===== src/rtl/smb_cfg_pkg.sv =====
package smb_cfg_pkg;
  localparam int BYTE_W   = 8;
  localparam int IDX_W    = 3;
  localparam int NREG     = 1 << IDX_W;
  localparam int CNT_W    = 5;
  localparam int MODE_REG = 1;
  localparam int CNT_REG  = 7;

  typedef enum logic [2:0] {
    S_IDLE, S_RX, S_RXACK, S_TX, S_TXACK
  } link_st_e;

  typedef enum logic [1:0] {
    K_ADDR, K_IDX, K_CNT, K_DATA
  } byte_kind_e;

  // reset / fixed value of each register
  function automatic logic [BYTE_W-1:0] reg_reset(input int i);
    case (i)
      0: return 8'hFF;
      1: return 8'h01;
      2: return 8'hFF;
      3: return 8'hC7;
      4: return 8'hFF;
      5: return 8'h01;
      6: return 8'h42;
      7: return 8'h08;
      default: return 8'h00;
    endcase
  endfunction

  // bits that a host write may change
  function automatic logic [BYTE_W-1:0] reg_wmask(input int i);
    case (i)
      0: return 8'h03;
      1: return 8'h3B;
      2: return 8'h03;
      3: return 8'h39;
      7: return 8'h1F;
      default: return 8'h00;
    endcase
  endfunction
endpackage


===== src/rtl/smb_deglitch.sv =====
module smb_deglitch #(
  parameter int FILT_LEN = 3
) (
  input  logic clk,
  input  logic rst_n,
  input  logic din,
  output logic dout
);
  localparam int CW = $clog2(FILT_LEN + 1);

  logic          s1, s2;
  logic [CW-1:0] cnt, cnt_n;
  logic          q, q_n;

  always_ff @(posedge clk or negedge rst_n) begin
    if (!rst_n) begin
      s1 <= 1'b1;
      s2 <= 1'b1;
    end else begin
      s1 <= din;
      s2 <= s1;
    end
  end

  always_comb begin
    cnt_n = cnt;
    q_n   = q;
    if (s2 == q) begin
      cnt_n = '0;
    end else if (cnt == CW'(FILT_LEN - 1)) begin
      q_n   = s2;
      cnt_n = '0;
    end else begin
      cnt_n = cnt + 1'b1;
    end
  end

  always_ff @(posedge clk or negedge rst_n) begin
    if (!rst_n) begin
      cnt <= '0;
      q   <= 1'b1;
    end else begin
      cnt <= cnt_n;
      q   <= q_n;
    end
  end

  assign dout = q;
endmodule


===== src/rtl/smb_bus_events.sv =====
module smb_bus_events (
  input  logic clk,
  input  logic rst_n,
  input  logic scl_f,
  input  logic sda_f,
  output logic ev_start,
  output logic ev_stop,
  output logic ev_rise,
  output logic ev_fall
);
  logic scl_d, sda_d;

  always_ff @(posedge clk or negedge rst_n) begin
    if (!rst_n) begin
      scl_d <= 1'b1;
      sda_d <= 1'b1;
    end else begin
      scl_d <= scl_f;
      sda_d <= sda_f;
    end
  end

  assign ev_start = scl_d &  scl_f &  sda_d & ~sda_f;
  assign ev_stop  = scl_d &  scl_f & ~sda_d &  sda_f;
  assign ev_rise  = ~scl_d &  scl_f;
  assign ev_fall  =  scl_d & ~scl_f;
endmodule


===== src/rtl/smb_reg_bank.sv =====
module smb_reg_bank
  import smb_cfg_pkg::*;
(
  input  logic              clk,
  input  logic              rst_n,
  input  logic              wr_en_i,
  input  logic [IDX_W-1:0]  wr_idx_i,
  input  logic [BYTE_W-1:0] wr_data_i,
  input  logic [IDX_W-1:0]  rd_idx_i,
  output logic [BYTE_W-1:0] rd_data_o,
  input  logic [1:0]        mode_lat_i,
  output logic [1:0]        out_en_o,
  output logic [1:0]        amp_sel_o,
  output logic              mode_sw_en_o,
  output logic [1:0]        mode_sw_o,
  output logic [1:0]        slew_fast_o,
  output logic              freq_sw_en_o,
  output logic [1:0]        freq_sel_o,
  output logic              fb_slew_fast_o,
  output logic [CNT_W-1:0]  rd_cnt_o
);
  logic [BYTE_W-1:0] qv [NREG];

  for (genvar i = 0; i < NREG; i++) begin : g_reg
    localparam logic [BYTE_W-1:0] RV = reg_reset(i);
    localparam logic [BYTE_W-1:0] WM = reg_wmask(i);
    logic [BYTE_W-1:0] r;
    logic              hit;
    assign hit = wr_en_i && (wr_idx_i == IDX_W'(i));
    always_ff @(posedge clk or negedge rst_n) begin
      if (!rst_n)   r <= RV;
      else if (hit) r <= (r & ~WM) | (wr_data_i & WM);
    end
    assign qv[i] = r;
  end

  always_comb begin
    rd_data_o = qv[rd_idx_i];
    if (rd_idx_i == IDX_W'(MODE_REG)) rd_data_o[7:6] = mode_lat_i;
  end

  assign out_en_o       = qv[0][1:0];
  assign amp_sel_o      = qv[1][1:0];
  assign mode_sw_en_o   = qv[1][5];
  assign mode_sw_o      = qv[1][4:3];
  assign slew_fast_o    = qv[2][1:0];
  assign freq_sw_en_o   = qv[3][5];
  assign freq_sel_o     = qv[3][4:3];
  assign fb_slew_fast_o = qv[3][0];
  assign rd_cnt_o       = qv[CNT_REG][CNT_W-1:0];
endmodule


===== src/rtl/smb_link_fsm.sv =====
module smb_link_fsm
  import smb_cfg_pkg::*;
#(
  parameter logic [6:0] DEV_ADDR = 7'h6D
) (
  input  logic              clk,
  input  logic              rst_n,
  input  logic              sda_f,
  input  logic              ev_start,
  input  logic              ev_stop,
  input  logic              ev_rise,
  input  logic              ev_fall,
  input  logic [BYTE_W-1:0] rd_data_i,
  input  logic [CNT_W-1:0]  rd_cnt_i,
  output logic              wr_en_o,
  output logic [IDX_W-1:0]  ptr_o,
  output logic [BYTE_W-1:0] byte_o,
  output logic              sda_oe_o
);
  link_st_e          st, st_n;
  byte_kind_e        kind, kind_n;
  logic [3:0]        bitc, bitc_n;
  logic [BYTE_W-1:0] sh, sh_n;
  logic              ack_q, ack_n;
  logic              dir, dir_n;
  logic              hack, hack_n;
  logic [IDX_W-1:0]  ptr, ptr_n;
  logic [BYTE_W-1:0] wleft, wleft_n;
  logic [CNT_W-1:0]  tleft, tleft_n;

  always_comb begin
    st_n    = st;
    kind_n  = kind;
    bitc_n  = bitc;
    sh_n    = sh;
    ack_n   = ack_q;
    dir_n   = dir;
    hack_n  = hack;
    ptr_n   = ptr;
    wleft_n = wleft;
    tleft_n = tleft;
    wr_en_o = 1'b0;
    if (ev_start) begin
      st_n   = S_RX;
      kind_n = K_ADDR;
      bitc_n = 4'd0;
      ack_n  = 1'b0;
    end else if (ev_stop) begin
      st_n  = S_IDLE;
      ack_n = 1'b0;
    end else begin
      case (st)
        S_RX: begin
          if (ev_rise && bitc != 4'd8) begin
            sh_n   = {sh[BYTE_W-2:0], sda_f};
            bitc_n = bitc + 4'd1;
          end else if (ev_fall && bitc == 4'd8) begin
            st_n  = S_RXACK;
            ack_n = 1'b1;
            case (kind)
              K_ADDR: begin
                if (sh[7:1] != DEV_ADDR) begin
                  st_n  = S_IDLE;
                  ack_n = 1'b0;
                end else begin
                  dir_n = sh[0];
                end
              end
              K_IDX: ptr_n = sh[IDX_W-1:0];
              K_CNT: wleft_n = sh;
              default: begin
                if (wleft != '0) begin
                  wr_en_o = 1'b1;
                  ptr_n   = ptr + 1'b1;
                  wleft_n = wleft - 1'b1;
                end else begin
                  ack_n = 1'b0;
                end
              end
            endcase
          end
        end
        S_RXACK: begin
          if (ev_fall) begin
            ack_n  = 1'b0;
            bitc_n = 4'd0;
            if (!ack_q) begin
              st_n = S_IDLE;
            end else if (kind == K_ADDR && dir) begin
              st_n    = S_TX;
              sh_n    = {{(BYTE_W-CNT_W){1'b0}}, rd_cnt_i};
              tleft_n = rd_cnt_i;
            end else begin
              st_n = S_RX;
              case (kind)
                K_ADDR:  kind_n = K_IDX;
                K_IDX:   kind_n = K_CNT;
                default: kind_n = K_DATA;
              endcase
            end
          end
        end
        S_TX: begin
          if (ev_fall) begin
            if (bitc == 4'd7) begin
              st_n   = S_TXACK;
              hack_n = 1'b0;
            end else begin
              sh_n   = {sh[BYTE_W-2:0], 1'b0};
              bitc_n = bitc + 4'd1;
            end
          end
        end
        S_TXACK: begin
          if (ev_rise) begin
            hack_n = ~sda_f;
          end else if (ev_fall) begin
            if (!hack) begin
              st_n = S_IDLE;
            end else begin
              st_n   = S_TX;
              bitc_n = 4'd0;
              if (tleft != '0) begin
                sh_n    = rd_data_i;
                ptr_n   = ptr + 1'b1;
                tleft_n = tleft - 1'b1;
              end else begin
                sh_n = '1;
              end
            end
          end
        end
        default: ;
      endcase
    end
  end

  always_ff @(posedge clk or negedge rst_n) begin
    if (!rst_n) begin
      st    <= S_IDLE;
      kind  <= K_ADDR;
      bitc  <= '0;
      sh    <= '0;
      ack_q <= 1'b0;
      dir   <= 1'b0;
      hack  <= 1'b0;
      ptr   <= '0;
      wleft <= '0;
      tleft <= '0;
    end else begin
      st    <= st_n;
      kind  <= kind_n;
      bitc  <= bitc_n;
      sh    <= sh_n;
      ack_q <= ack_n;
      dir   <= dir_n;
      hack  <= hack_n;
      ptr   <= ptr_n;
      wleft <= wleft_n;
      tleft <= tleft_n;
    end
  end

  assign ptr_o    = ptr;
  assign byte_o   = sh;
  assign sda_oe_o = (st == S_RXACK && ack_q) || (st == S_TX && !sh[BYTE_W-1]);
endmodule


===== src/rtl/smb_cfg_target.sv =====
module smb_cfg_target
  import smb_cfg_pkg::*;
#(
  parameter logic [6:0] DEV_ADDR = 7'h6D,
  parameter int         FILT_LEN = 3
) (
  input  logic             clk,
  input  logic             rst_n,
  input  logic             scl_i,
  input  logic             sda_i,
  output logic             sda_oe_o,
  input  logic [1:0]       mode_lat_i,
  output logic [1:0]       out_en_o,
  output logic [1:0]       amp_sel_o,
  output logic             mode_sw_en_o,
  output logic [1:0]       mode_sw_o,
  output logic [1:0]       slew_fast_o,
  output logic             freq_sw_en_o,
  output logic [1:0]       freq_sel_o,
  output logic             fb_slew_fast_o,
  output logic [CNT_W-1:0] rd_cnt_o
);
  logic rs1, rst_n_s;
  always_ff @(posedge clk or negedge rst_n) begin
    if (!rst_n) begin
      rs1     <= 1'b0;
      rst_n_s <= 1'b0;
    end else begin
      rs1     <= 1'b1;
      rst_n_s <= rs1;
    end
  end

  logic scl_f, sda_f;
  logic ev_start, ev_stop, ev_rise, ev_fall;
  logic wr_en;
  logic [IDX_W-1:0]  ptr;
  logic [BYTE_W-1:0] wbyte, rd_data;

  smb_deglitch #(.FILT_LEN(FILT_LEN)) u_scl_flt (
    .clk(clk), .rst_n(rst_n_s), .din(scl_i), .dout(scl_f));
  smb_deglitch #(.FILT_LEN(FILT_LEN)) u_sda_flt (
    .clk(clk), .rst_n(rst_n_s), .din(sda_i), .dout(sda_f));

  smb_bus_events u_ev (
    .clk(clk), .rst_n(rst_n_s), .scl_f(scl_f), .sda_f(sda_f),
    .ev_start(ev_start), .ev_stop(ev_stop), .ev_rise(ev_rise), .ev_fall(ev_fall));

  smb_link_fsm #(.DEV_ADDR(DEV_ADDR)) u_fsm (
    .clk(clk), .rst_n(rst_n_s), .sda_f(sda_f),
    .ev_start(ev_start), .ev_stop(ev_stop), .ev_rise(ev_rise), .ev_fall(ev_fall),
    .rd_data_i(rd_data), .rd_cnt_i(rd_cnt_o),
    .wr_en_o(wr_en), .ptr_o(ptr), .byte_o(wbyte), .sda_oe_o(sda_oe_o));

  smb_reg_bank u_bank (
    .clk(clk), .rst_n(rst_n_s),
    .wr_en_i(wr_en), .wr_idx_i(ptr), .wr_data_i(wbyte),
    .rd_idx_i(ptr), .rd_data_o(rd_data), .mode_lat_i(mode_lat_i),
    .out_en_o(out_en_o), .amp_sel_o(amp_sel_o), .mode_sw_en_o(mode_sw_en_o),
    .mode_sw_o(mode_sw_o), .slew_fast_o(slew_fast_o), .freq_sw_en_o(freq_sw_en_o),
    .freq_sel_o(freq_sel_o), .fb_slew_fast_o(fb_slew_fast_o), .rd_cnt_o(rd_cnt_o));
endmodule


===== config.mk =====
export PLATFORM = sky130hd
export DESIGN_NAME = smb_cfg_target
export DESIGN_NICKNAME = d
export VERILOG_FILES = /design/src/rtl/smb_cfg_pkg.sv /design/src/rtl/smb_deglitch.sv /design/src/rtl/smb_bus_events.sv /design/src/rtl/smb_reg_bank.sv /design/src/rtl/smb_link_fsm.sv /design/src/rtl/smb_cfg_target.sv
export SDC_FILE = /design/constraint.sdc
export NUM_CORES = 1
export LEC_CHECK = 0
export ABC_AREA = 1
export BUFFER_PORTS_ARGS = -buffer_cell sky130_fd_sc_hd__buf_2
export CAP_MARGIN = 25
export CORE_ASPECT_RATIO = 2
export CORE_MARGIN = 3
export CORE_UTILIZATION = 45
export CTS_CLUSTER_SIZE = 16
export DETAILED_ROUTE_END_ITERATION = 6
export PLACE_DENSITY = 0.68
export SYNTH_ARGS = -nofsm -noshare
export SYNTH_HDL_FRONTEND = slang
export SYNTH_SLANG_ARGS = --single-unit

===== constraint.sdc =====
create_clock -name clk -period 2.9 [get_ports clk]
set_input_delay 0.58 -clock clk [delete_from_list [all_inputs] [get_ports clk]]
set_output_delay 0.58 -clock clk [all_outputs]
set_load 0.1 [all_outputs]

==> flow_metrics.env <==
export IMPL_drt_wl_total_mm=10.47
export IMPL_cts_setup_buffers=0
export IMPL_htree_levels=3
export IMPL_skew_ns=0.008128
export IMPL_status="completed"
export IMPL_r2r_end="u_fsm.byte_o[5]$_DFFE_PN0P_"
export IMPL_r2r_slack_ns=0.56
export IMPL_grt_pass1_vias=3629
export IMPL_numPortBuffers=24
export IMPL_worst_slack_ns=0.3686
export IMPL_hp_class="in -> async"
export IMPL_cts_root_buffer="clkbuf_16"
export IMPL_nets=615
export IMPL_ys_top_cells_by_area="dfrtp_1 32%, nand2_1 18%, dfstp_2 9.6%, nand3_1 6.6%, inv_1 5.7%"
export IMPL_hold_buffers=0
export IMPL_setup_tns_ns=0
export IMPL_diodes=0
export IMPL_final_hold_viol_count=0
export IMPL_endpoint_kind="primary output"
export IMPL_grt_overflow_total=0
export IMPL_io_pins=25
export IMPL_setup_viol=0
export IMPL_drive_above_1_share=0.1371
export IMPL_ant_nets=0
export IMPL_clk_path_buf_depth=2
export IMPL_avgViaCountPerCell=5.322
export IMPL_grt_pass1_wl_mm=17.36
export IMPL_drc=0
export IMPL_wire_per_inst_um=15.00
export IMPL_syn_instance_count=566
export IMPL_antenna_found_initial=0
export IMPL_worstPathArrival_ns=1.95
export IMPL_drv_cap=0
export IMPL_rsz0062_at_grt="false"
export IMPL_start_util=0.4670
export IMPL_synth_edf_count=0
export IMPL_cts_resized=0
export IMPL_syn_area_per_cell_um2=7.235
export IMPL_slew_headroom=0.5735
export IMPL_hpwl_mm=7.982
export IMPL_synth_area_leader_cell="dfrtp_1"
export IMPL_startpoint_type="register"
export IMPL_post_place_ws_ns=0.6084
export IMPL_synth_top_cell_area_share=0.3239
export IMPL_slew_viol_final=0
export IMPL_async_flop_share=1.000
export IMPL_grt_max_degree=46
export IMPL_synth_main_ff_cell="dfrtp_1"
export IMPL_synth_cell_area_um2=4095
export IMPL_grt_use_total=0.2191
export IMPL_r2r_start="u_fsm.st[1]$_DFFE_PN0P_"
export IMPL_yosysSeqAreaShare=0.4201
export IMPL_synth_distinct_cells=37
export IMPL_crit_fanout=9
export IMPL_clkSlewWorstSetupHoldPaths_ns=0.05
export IMPL_nFillCells=885
export IMPL_vias=3715
export IMPL_power_leakage_uw=0.002368
export IMPL_finalCritPeriodShare=0.8729
export IMPL_cts_tree="done"
export IMPL_areaGrowthSynthToFinish_pct=12.44
export IMPL_worstMarginPinSlew_ns=0.6373
export IMPL_ff2ff_path_depth=9
export IMPL_die_h_um=140.9
export IMPL_ir_worst_vdd_v=0.0005050
export IMPL_cts_buffers=9
export IMPL_fp_dieW_um=73.46
export IMPL_clock_fmax_ghz=0.3950
export IMPL_ys_warn_count=0
export IMPL_required_ns=2.32
export IMPL_drt_iter0_drc=233
export IMPL_yosysMostFrequentCell="nand2_1"
export IMPL_firstDrtPassIters=5
export IMPL_p_per_area_nw_per_um2=859.3
export IMPL_place_congestion=0.9593
export IMPL_period_needed_ns=2.531
export IMPL_clock_sinks=68
export IMPL_clk_latency_ns=0.34
export IMPL_rows=48
export IMPL_die_area_um2=10350
export IMPL_crit_type="reg -> out"
export IMPL_syn_nets=588
export IMPL_ys_top_cells_by_count="200 x nand2_1, 62 x inv_1, 54 x nand3_1"
export IMPL_ys_ff_latch=68
export IMPL_core_area_um2=8768
==> layer usage <==
| metal | global-route usage | vias up | share of wire |
|---|---|---|---|
| li1 | - | 1861 | - |
| met1 | 0.2382 | 1719 | 0.38 |
| met2 | 0.3858 | 105 | 0.55 |
| met3 | 0.04711 | 30 | 0.037 |
| met4 | 0.1089 | 0 | 0.040 |
| met5 | 0 | - | 0 |
==> stage by stage <==
stage                     area [um2]  power, uW  hold slack [ns]    util  instances
after global placement          4312       2842           0.2350  0.4917        682
final                           4604       3956          0.01713  0.5251        698
after global routing            4604       4262          0.01157  0.5251        698
after CTS                       4604       3972         0.009656  0.5251        698
after floorplan                 4095       2475           0.2844       -        566
after detailed placement        4312       2875           0.2544  0.4917        682
==> critical path, cell delays in order (launching register included) <==
cell	delay, ns
dfrtp_1	0.45
inv_2	0.14
nand2_2	0.08
nor2_2	0.30
nand2_1	0.11
o21ai_1	0.09
buf_2	0.45
==> worst max path at each step <==
stage	start	endpoint	slack [ns]	cells past startpoint
after global placement	u_fsm.st[1]$_DFFE_PN0P_	u_fsm.byte_o[0]$_DFFE_PN0P_	0.71	9
after CTS	u_fsm.st[2]$_DFFE_PN0P_	sda_oe_o	0.36	6
final	u_fsm.st[2]$_DFFE_PN0P_	sda_oe_o	0.37	6
after detailed placement	u_fsm.st[1]$_DFFE_PN0P_	u_fsm.byte_o[0]$_DFFE_PN0P_	0.61	9
after floorplan	u_fsm.st[2]$_DFFE_PN0P_	sda_oe_o	0.28	3
after global routing	u_fsm.st[1]$_DFFE_PN0P_	u_fsm.byte_o[4]$_DFFE_PN0P_	0.18	9
==> layout by cell type, fill, tap and decap left out, types with 2 or more instances in the layout <==
| cell | synthesis | routed |
|---|---|---|
| buf_2 | 4 | 24 |
| o21bai_1 | 3 | 3 |
| xor2_1 | 2 | 2 |
| nand2_2 | 5 | 5 |
| nor2_1 | 38 | 38 |
| clkinvlp_4 | 0 | 3 |
| inv_2 | 5 | 5 |
| o21ai_1 | 28 | 29 |
| nand2_1 | 200 | 200 |
| o21ai_0 | 28 | 27 |
| xnor2_1 | 4 | 4 |
| dfrtp_1 | 53 | 52 |
| ha_1 | 16 | 16 |
| inv_1 | 62 | 62 |
| nor3_2 | 2 | 2 |
| mux2i_1 | 2 | 2 |
| clkinv_2 | 0 | 3 |
| dfstp_2 | 15 | 15 |
| nor2_2 | 4 | 4 |
| a21oi_1 | 6 | 6 |
| nand4_1 | 8 | 8 |
| nand3_1 | 54 | 54 |
| nand3_2 | 5 | 5 |
| clkbuf_16 | 0 | 9 |
| nor3_1 | 4 | 4 |
==> registers in the layout (all words and copies together), names as in the netlist, 2 cells and up <==
signal and count:
u_bank.g.r 18, u_fsm.bitc 4, u_fsm.byte_o 8, u_fsm.kind 2, u_fsm.ptr_o 3, u_fsm.st 3
u_fsm.tleft 5, u_fsm.wleft 8, u_scl_flt.cnt 2, u_sda_flt.cnt 2
==> power by group <==
part / leakage (uW) / internal (uW) / switching (uW) / total (uW)
sequential: 0.000858 / 1140 / 247 / 1390
clock: 0.000137 / 660 / 414 / 1070
combinational: 0.00137 / 453 / 1040 / 1500
total: 0.00237 / 2250 / 1700 / 3960
==> kinds of logic (layout without fill, tap and decap cells) <==
| logic type | after synthesis | count (layout) | synth area share |
|---|---|---|---|
| xor gates and xnor gates | 6 | 6 | 0.01283 |
| buffers and inverters | 78 | 110 | 0.07638 |
| AOI/OAI and AO/OA | 71 | 71 | 0.09166 |
| other | 1 | 1 | 0.0009157 |
| and+or+nand+nor | 324 | 324 | 0.3443 |
| DFF | 68 | 68 | 0.4201 |
| adders and majority gates | 16 | 16 | 0.04888 |
| muxes | 2 | 2 | 0.004889 |
==> cell type report <==
cell class / instances / area (um2) / share of cell area
Sequential cell: 68 / 1722 / 0.3739
Inverter: 68 / 255.2 / 0.05543
Clock inverter: 7 / 67.56 / 0.01467
Multi-Input combinational cell: 420 / 2062 / 0.4478
Timing Repair Buffer: 26 / 147.6 / 0.03207
Clock buffer: 9 / 225.2 / 0.04891
Tap cell: 100 / 125.1 / 0.02717
Power figures use the tool's default switching activity.
